### src/rtl/sirq_pkg.sv
package sirq_pkg;

    typedef enum logic [1:0] {
        FR_IDLE,
        FR_START,
        FR_SLOT,
        FR_STOP
    } fr_state_e;

    typedef enum logic [1:0] {
        PH_SAMPLE,
        PH_RECOVER,
        PH_TURN
    } fr_phase_e;

endpackage

### src/rtl/sirq_pend_latch.sv
module sirq_pend_latch #(
    parameter int                 NUM_SRC  = 17,
    parameter logic [NUM_SRC-1:0] SRC_MASK = 17'h11E42,
    parameter int                 IDX_W    = 5
) (
    input  logic               clk,
    input  logic               rst_n,
    input  logic [NUM_SRC-1:0] src_req,
    input  logic               clr_en,
    input  logic [IDX_W-1:0]   clr_idx,
    output logic [NUM_SRC-1:0] pend,
    output logic               any_pend
);

    logic [NUM_SRC-1:0] pend_d, pend_q;

    // one sticky bit per source; a new request wins over a clear in the same cycle
    for (genvar i = 0; i < NUM_SRC; i++) begin : g_src
        logic hit;
        assign hit       = clr_en && (clr_idx == IDX_W'(i));
        assign pend_d[i] = ((pend_q[i] & ~hit) | src_req[i]) & SRC_MASK[i];
    end

    always_ff @(posedge clk or negedge rst_n) begin
        if (!rst_n) pend_q <= '0;
        else        pend_q <= pend_d;
    end

    assign pend     = pend_q;
    assign any_pend = |pend_q;

endmodule

### src/rtl/sirq_frame_fsm.sv
module sirq_frame_fsm
    import sirq_pkg::*;
#(
    parameter int NUM_SRC     = 17,
    parameter int FRAME_SLOTS = 21,
    parameter int QUIET_STOP  = 2,
    parameter int CONT_STOP   = 3,
    parameter int SLOT_W      = $clog2(FRAME_SLOTS)
) (
    input  logic               clk,
    input  logic               rst_n,
    input  logic               line_in,
    input  logic [NUM_SRC-1:0] pend,
    input  logic               any_pend,
    output logic               line_oe,
    output logic               line_out,
    output logic               clr_en,
    output logic [SLOT_W-1:0]  clr_idx
);

    localparam int EXT_W    = 1 << SLOT_W;
    localparam int STOP_MAX = ((QUIET_STOP > CONT_STOP) ? QUIET_STOP : CONT_STOP) + 1;
    localparam int CNT_W    = $clog2(STOP_MAX + 1);
    localparam logic [SLOT_W-1:0] LAST_SLOT = SLOT_W'(FRAME_SLOTS - 1);
    localparam logic [CNT_W-1:0]  CNT_SAT   = CNT_W'(STOP_MAX);

    typedef struct packed {
        fr_state_e         st;
        fr_phase_e         ph;
        logic [SLOT_W-1:0] slot;
        logic              drove;
        logic              oe;
        logic              out;
        logic [CNT_W-1:0]  stop_cnt;
        logic              quiet;
    } fsm_t;

    fsm_t n, q;
    logic [EXT_W-1:0]  pend_ext;
    logic [SLOT_W-1:0] nxt_slot;

    assign pend_ext = EXT_W'(pend);
    assign nxt_slot = q.slot + SLOT_W'(1);

    always_comb begin
        n       = q;
        n.oe    = 1'b0;
        n.out   = 1'b1;
        clr_en  = 1'b0;
        clr_idx = q.slot;
        unique case (q.st)
            FR_IDLE: begin
                if (!line_in) begin
                    n.st = FR_START;
                end else if (q.quiet && any_pend) begin
                    n.oe  = 1'b1;           // open a frame ourselves
                    n.out = 1'b0;
                end
            end
            FR_START: begin
                if (line_in) begin
                    n.st    = FR_SLOT;
                    n.ph    = PH_SAMPLE;
                    n.slot  = '0;
                    n.drove = pend_ext[0];
                    n.oe    = pend_ext[0];
                    n.out   = ~pend_ext[0];
                    clr_en  = pend_ext[0];
                    clr_idx = '0;
                end
            end
            FR_SLOT: begin
                case (q.ph)
                    PH_SAMPLE: begin
                        n.ph = PH_RECOVER;
                        if (q.drove) begin
                            n.oe  = 1'b1;   // recovery: actively pull high
                            n.out = 1'b1;
                        end
                    end
                    PH_RECOVER: begin
                        n.ph = PH_TURN;
                    end
                    PH_TURN: begin
                        if (q.slot == LAST_SLOT) begin
                            n.st       = FR_STOP;
                            n.stop_cnt = '0;
                        end else begin
                            n.slot  = nxt_slot;
                            n.ph    = PH_SAMPLE;
                            n.drove = pend_ext[nxt_slot];
                            n.oe    = pend_ext[nxt_slot];
                            n.out   = ~pend_ext[nxt_slot];
                            clr_en  = pend_ext[nxt_slot];
                            clr_idx = nxt_slot;
                        end
                    end
                    default: n.ph = PH_SAMPLE;
                endcase
            end
            FR_STOP: begin
                if (!line_in) begin
                    if (q.stop_cnt != CNT_SAT) n.stop_cnt = q.stop_cnt + CNT_W'(1);
                end else if (q.stop_cnt != '0) begin
                    if (q.stop_cnt == CNT_W'(QUIET_STOP))     n.quiet = 1'b1;
                    else if (q.stop_cnt == CNT_W'(CONT_STOP)) n.quiet = 1'b0;
                    n.st       = FR_IDLE;
                    n.stop_cnt = '0;
                end
            end
            default: n.st = FR_IDLE;
        endcase
    end

    always_ff @(posedge clk or negedge rst_n) begin
        if (!rst_n) begin
            q.st       <= FR_IDLE;
            q.ph       <= PH_SAMPLE;
            q.slot     <= '0;
            q.drove    <= 1'b0;
            q.oe       <= 1'b0;
            q.out      <= 1'b1;
            q.stop_cnt <= '0;
            q.quiet    <= 1'b0;
        end else begin
            q <= n;
        end
    end

    assign line_oe  = q.oe;
    assign line_out = q.out;

endmodule

### src/rtl/sirq_clkrun_req.sv
module sirq_clkrun_req #(
    parameter int PULSE_LEN = 2,
    parameter int PW        = $clog2(PULSE_LEN + 1)
) (
    input  logic clk,
    input  logic rst_n,
    input  logic clkrun_in,
    input  logic any_pend,
    output logic clkrun_oe
);

    typedef struct packed {
        logic          oe;
        logic [PW-1:0] cnt;
        logic          done;
    } ckr_t;

    ckr_t n, q;

    always_comb begin
        n    = q;
        n.oe = 1'b0;
        if (q.cnt != '0) begin
            n.cnt = q.cnt - PW'(1);
            n.oe  = 1'b1;
        end else if (!q.oe && !q.done && any_pend && clkrun_in) begin
            n.cnt  = PW'(PULSE_LEN - 1);
            n.oe   = 1'b1;
            n.done = 1'b1;
        end else if (!q.oe && !clkrun_in) begin
            n.done = 1'b0;                 // clock seen running again: rearm
        end
    end

    always_ff @(posedge clk or negedge rst_n) begin
        if (!rst_n) begin
            q.oe   <= 1'b0;
            q.cnt  <= '0;
            q.done <= 1'b0;
        end else begin
            q <= n;
        end
    end

    assign clkrun_oe = q.oe;

endmodule

### src/rtl/sirq_agent.sv
module sirq_agent #(
    parameter int                 NUM_SRC      = 17,
    parameter logic [NUM_SRC-1:0] SRC_MASK     = 17'h11E42,
    parameter int                 FRAME_SLOTS  = 21,
    parameter int                 QUIET_STOP   = 2,
    parameter int                 CONT_STOP    = 3,
    parameter int                 CLKRUN_PULSE = 2
) (
    input  logic               clk,
    input  logic               rst_n,
    input  logic [NUM_SRC-1:0] src_req,
    input  logic               sirq_in,
    output logic               sirq_oe,
    output logic               sirq_out,
    input  logic               clkrun_in,
    output logic               clkrun_oe
);

    localparam int SLOT_W = $clog2(FRAME_SLOTS);

    logic [NUM_SRC-1:0] pend;
    logic               any_pend;
    logic               clr_en;
    logic [SLOT_W-1:0]  clr_idx;

    sirq_pend_latch #(
        .NUM_SRC  (NUM_SRC),
        .SRC_MASK (SRC_MASK),
        .IDX_W    (SLOT_W)
    ) i_pend (
        .clk      (clk),
        .rst_n    (rst_n),
        .src_req  (src_req),
        .clr_en   (clr_en),
        .clr_idx  (clr_idx),
        .pend     (pend),
        .any_pend (any_pend)
    );

    sirq_frame_fsm #(
        .NUM_SRC     (NUM_SRC),
        .FRAME_SLOTS (FRAME_SLOTS),
        .QUIET_STOP  (QUIET_STOP),
        .CONT_STOP   (CONT_STOP),
        .SLOT_W      (SLOT_W)
    ) i_fsm (
        .clk      (clk),
        .rst_n    (rst_n),
        .line_in  (sirq_in),
        .pend     (pend),
        .any_pend (any_pend),
        .line_oe  (sirq_oe),
        .line_out (sirq_out),
        .clr_en   (clr_en),
        .clr_idx  (clr_idx)
    );

    sirq_clkrun_req #(
        .PULSE_LEN (CLKRUN_PULSE)
    ) i_ckr (
        .clk       (clk),
        .rst_n     (rst_n),
        .clkrun_in (clkrun_in),
        .any_pend  (any_pend),
        .clkrun_oe (clkrun_oe)
    );

endmodule

### config.mk
export PLATFORM = sky130hd
export DESIGN_NAME = sirq_agent
export DESIGN_NICKNAME = d
export VERILOG_FILES = /design/src/rtl/sirq_pkg.sv /design/src/rtl/sirq_pend_latch.sv /design/src/rtl/sirq_frame_fsm.sv /design/src/rtl/sirq_clkrun_req.sv /design/src/rtl/sirq_agent.sv
export SDC_FILE = /design/constraint.sdc
export NUM_CORES = 1
export LEC_CHECK = 0
export BUFFER_PORTS_ARGS = -buffer_cell sky130_fd_sc_hd__buf_2
export CAP_MARGIN = 0
export CORE_MARGIN = 10
export CORE_UTILIZATION = 58
export DETAILED_ROUTE_END_ITERATION = 8
export GPL_ROUTABILITY_DRIVEN = 0
export PLACE_DENSITY = 0.79
export SLEW_MARGIN = 20
export SYNTH_ARGS = -nofsm -noshare
export SYNTH_HDL_FRONTEND = slang
export SYNTH_SLANG_ARGS = --single-unit
### constraint.sdc
create_clock -name clk -period 3 [get_ports clk]
set_input_delay 0 -clock clk [delete_from_list [all_inputs] [get_ports clk]]
set_output_delay 0 -clock clk [all_outputs]
set_load 0.01 [all_outputs]
==> results.json <==
{
  "cts_max_path_buffers": 2,
  "area_delta_synth_final_pct": 9.42,
  "r2r_cells": 8,
  "crit_path_start_kind": "register",
  "syn_nets": 244,
  "final_common_cell": "dfrtp_1",
  "worst-path-buf-inv": 1,
  "layout_common_cells": "26 x dfrtp_1, 18 x nor2_1, 16 x a21oi_1",
  "rsz0062_at_grt": "no",
  "reg2reg_setup_slack_ns": 0.63,
  "path_class": "register to register",
  "crit_chain": "inv_1 > ha_1 > nand4b_4 > ha_1 > nor2_1 > a2111oi_0 > a32o_1 > a31oi_1",
  "via_count": 1641,
  "fin_crit_sh_pct": 78.9,
  "tns_ns": 0,
  "syn_area_mm2": 0.00195,
  "ant_nets": 0,
  "postCtsSetupBuffers": 0,
  "crit_path_frequent_cell": "ha_1",
  "synthTopCellsByArea": "dfrtp_1 33%, ha_1 7.0%, a21oi_1 4.1%",
  "fmax_mhz": 422,
  "cp.required_ns": 3.22,
  "ys_warn_count": 0,
  "slowest_stage": "dfrtp_1",
  "cp-startpoint": "i_fsm.q[8]",
  "route.detailed.drc": 0,
  "ys_types": 59,
  "cts_tree": "yes",
  "postLayoutCoreUtil_pct": 65.1,
  "dieHeight_um": 78.0,
  "io_buffers": 13,
  "synth_top_area_share_pct": 33.3,
  "syn_avg_cell_area_um2": 9.21,
  "grt_start_max_net_pins": 28,
  "synth-edff-count": 0,
  "num-nets-final": 261,
  "antenna_found_initial": 1,
  "worstMarginPinSlew_ns": 0.597,
  "clk_pin_slew_ns": 0.14,
  "rows": 21,
  "synth_top_area_cell": "dfrtp_1",
  "p_leak_uw": 0.000871,
  "maxSlewHeadroom_pct": 60.2,
  "drt_iter0_markers": 122,
  "ys.flop_type": "dfrtp_1",
  "p_per_area_mw_per_mm2": 685,
  "vias_per_cell": 5.97,
  "drive_gt1_share_pct": 14.5,
  "finalSetupViolCount": 0,
  "peakVddDrop_uv": 664,
  "grt_pass1_vias": 1646,
  "dp_hpwl_um": 3160,
  "fin_area_mm2": 0.00214,
  "reg2reg_from": "i_fsm.q[8]",
  "numCtsBuffers": 3,
  "hold_viol": 0,
  "synthArstFlopShare_pct": 100,
  "crit_arrival_ns": 2.59,
  "wirelength_um": 4260,
  "coreArea_mm2": 0.00328,
  "hold_class": "input port to register",
  "globalRouteOverflowTotal": 0,
  "synthCells": 212,
  "maxCapViolCount": 0,
  "crit_family": "compound AO/OA/AOI/OAI gates",
  "dieArea_mm2": 0.00609,
  "skew_ns": 0.00842,
  "yosysSeqAreaShare_pct": 34.7,
  "fp.dieW_um": 78.0,
  "clock-sinks": 27,
  "ys_ff_latch": 27,
  "status": "completed",
  "cts_root_buf": "clkbuf_4",
  "r2r_end": "i_pend.pend[16]",
  "fin_crit_ns": 2.37,
  "start_util_pct": 59.5,
  "cp_num_cells": 8,
  "timing.final.max_slew_violations": 0,
  "grt_pass1_wl_um": 7420,
  "io_pins": 24,
  "wl_per_cell_um": 15.5,
  "cpPeakStageDelay_ns": 0.45,
  "path_max_fanout": 7,
  "drt_pass1_iterations": 4,
  "cp-end-kind": "register",
  "grt_usage_pct": 14.3,
  "htreeDepth": 1,
  "cp-endpoint": "i_pend.pend[16]",
  "placed_cell_area_mm2": 0.00202,
  "clk_latency_ns": 0.32
}
==> final cells by class <==
type / instances / area [µm²]
Fill cell: 261 / 1150
Multi-Input combinational cell: 158 / 1140
Sequential cell: 27 / 677
Timing Repair Buffer: 25 / 178
Tap cell: 46 / 57.6
Inverter: 14 / 52.6
Clock buffer: 4 / 26.3
Antenna cell: 1 / 2.50
==> cell families after synthesis <==
group           Yosys count  synth area share [%]
compound gates           57                  21.1
xor+xnor                  6                  3.08
fa+ha+maj                11                  7.05
buf+inv                  27                  6.79
flops                    27                  34.7
mux                       8                  4.23
simple gates             76                  23.1
==> per-layer routing <==
metal | GRT usage, % | share of wire (%) | vias up
met2 | 23.3 | 47 | 52
met4 | 5.56 | 2.4 | 0
met5 | 0 | 0 | -
met1 | 18.9 | 45 | 776
li1 | - | - | 804
met3 | 1.82 | 5.3 | 9
==> worst register-to-register path: cells and delay by family, from the launching register on <==
family,cells,cell delay (ns)
compound gates,3,0.78
fa+ha+maj,2,0.63
buf+inv,1,0.16
flops,1,0.45
simple gates,2,0.25
==> what timing repair did <==
item / in CTS / in global routing
setup endpoints to repair: 0 / 0
hold buffers: 9 / 0
endpoints found under the hold margin: 36 / 0
resized for setup: 0 / 0
==> state kept, by name, summed over array words and instances, names as in the netlist <==
signal,cells
i_fsm.line_oe,1
i_ckr.clkrun_oe,1
i_fsm.q,14
i_pend.pend,7
i_ckr.q,3
i_fsm.line_out,1
==> synth_stat cells (2+ instances only) <==
master and n:
dfrtp_1 26, a32o_1 2, nand2b_1 5, ha_1 11, a2bb2oi_1 2, nor2b_1 2
nor3_1 7, and2_1 2, nor3b_1 2, nand3_1 13, xor2_1 3, nor4b_2 2
nand3b_1 2, o211a_1 2, clkbuf_1 4, buf_6 2, a21oi_1 16, buf_4 3
mux2i_1 6, xnor2_1 2, inv_1 14, buf_2 3, a211oi_1 2, nor2_1 18
a31oi_1 8, o21ai_0 11, nand2_1 10
==> how the worst min path moves through the flow <==
stage / from / cells past startpoint / endpoint / slack, ns
6_report: sirq_in / 4 / i_fsm.q[0] / 0.07
5_1_grt: sirq_in / 4 / i_fsm.q[0] / 0.1
4_1_cts: sirq_in / 4 / i_fsm.q[0] / 0.06
3_5_place_dp: rst_n / 1 / i_pend.pend[10] / 0.04
3_3_place_gp: rst_n / 1 / i_pend.pend[10] / 0.03
2_1_floorplan: rst_n / 0 / i_ckr.clkrun_oe / -0.30
==> power breakdown <==
part	leakage, µW	switching (µW)	internal, µW
Sequential	0.000320	88.8	437
Combinational	0.000536	476	308
Clock	0.0000150	103	52.0
==> stage by stage <==
step	total power, µW	cells	setup slack [ns]	hold WS, ns
3_5_place_dp	1300	261	0.688	0.0373
4_1_cts	1460	274	0.662	0.0620
3_3_place_gp	1280	261	0.689	0.0333
2_1_floorplan	1130	212	0.810	-0.296
5_1_grt	1590	275	0.516	0.0975
6_report	1460	275	0.632	0.0654
Power figures use the tool's default switching activity.
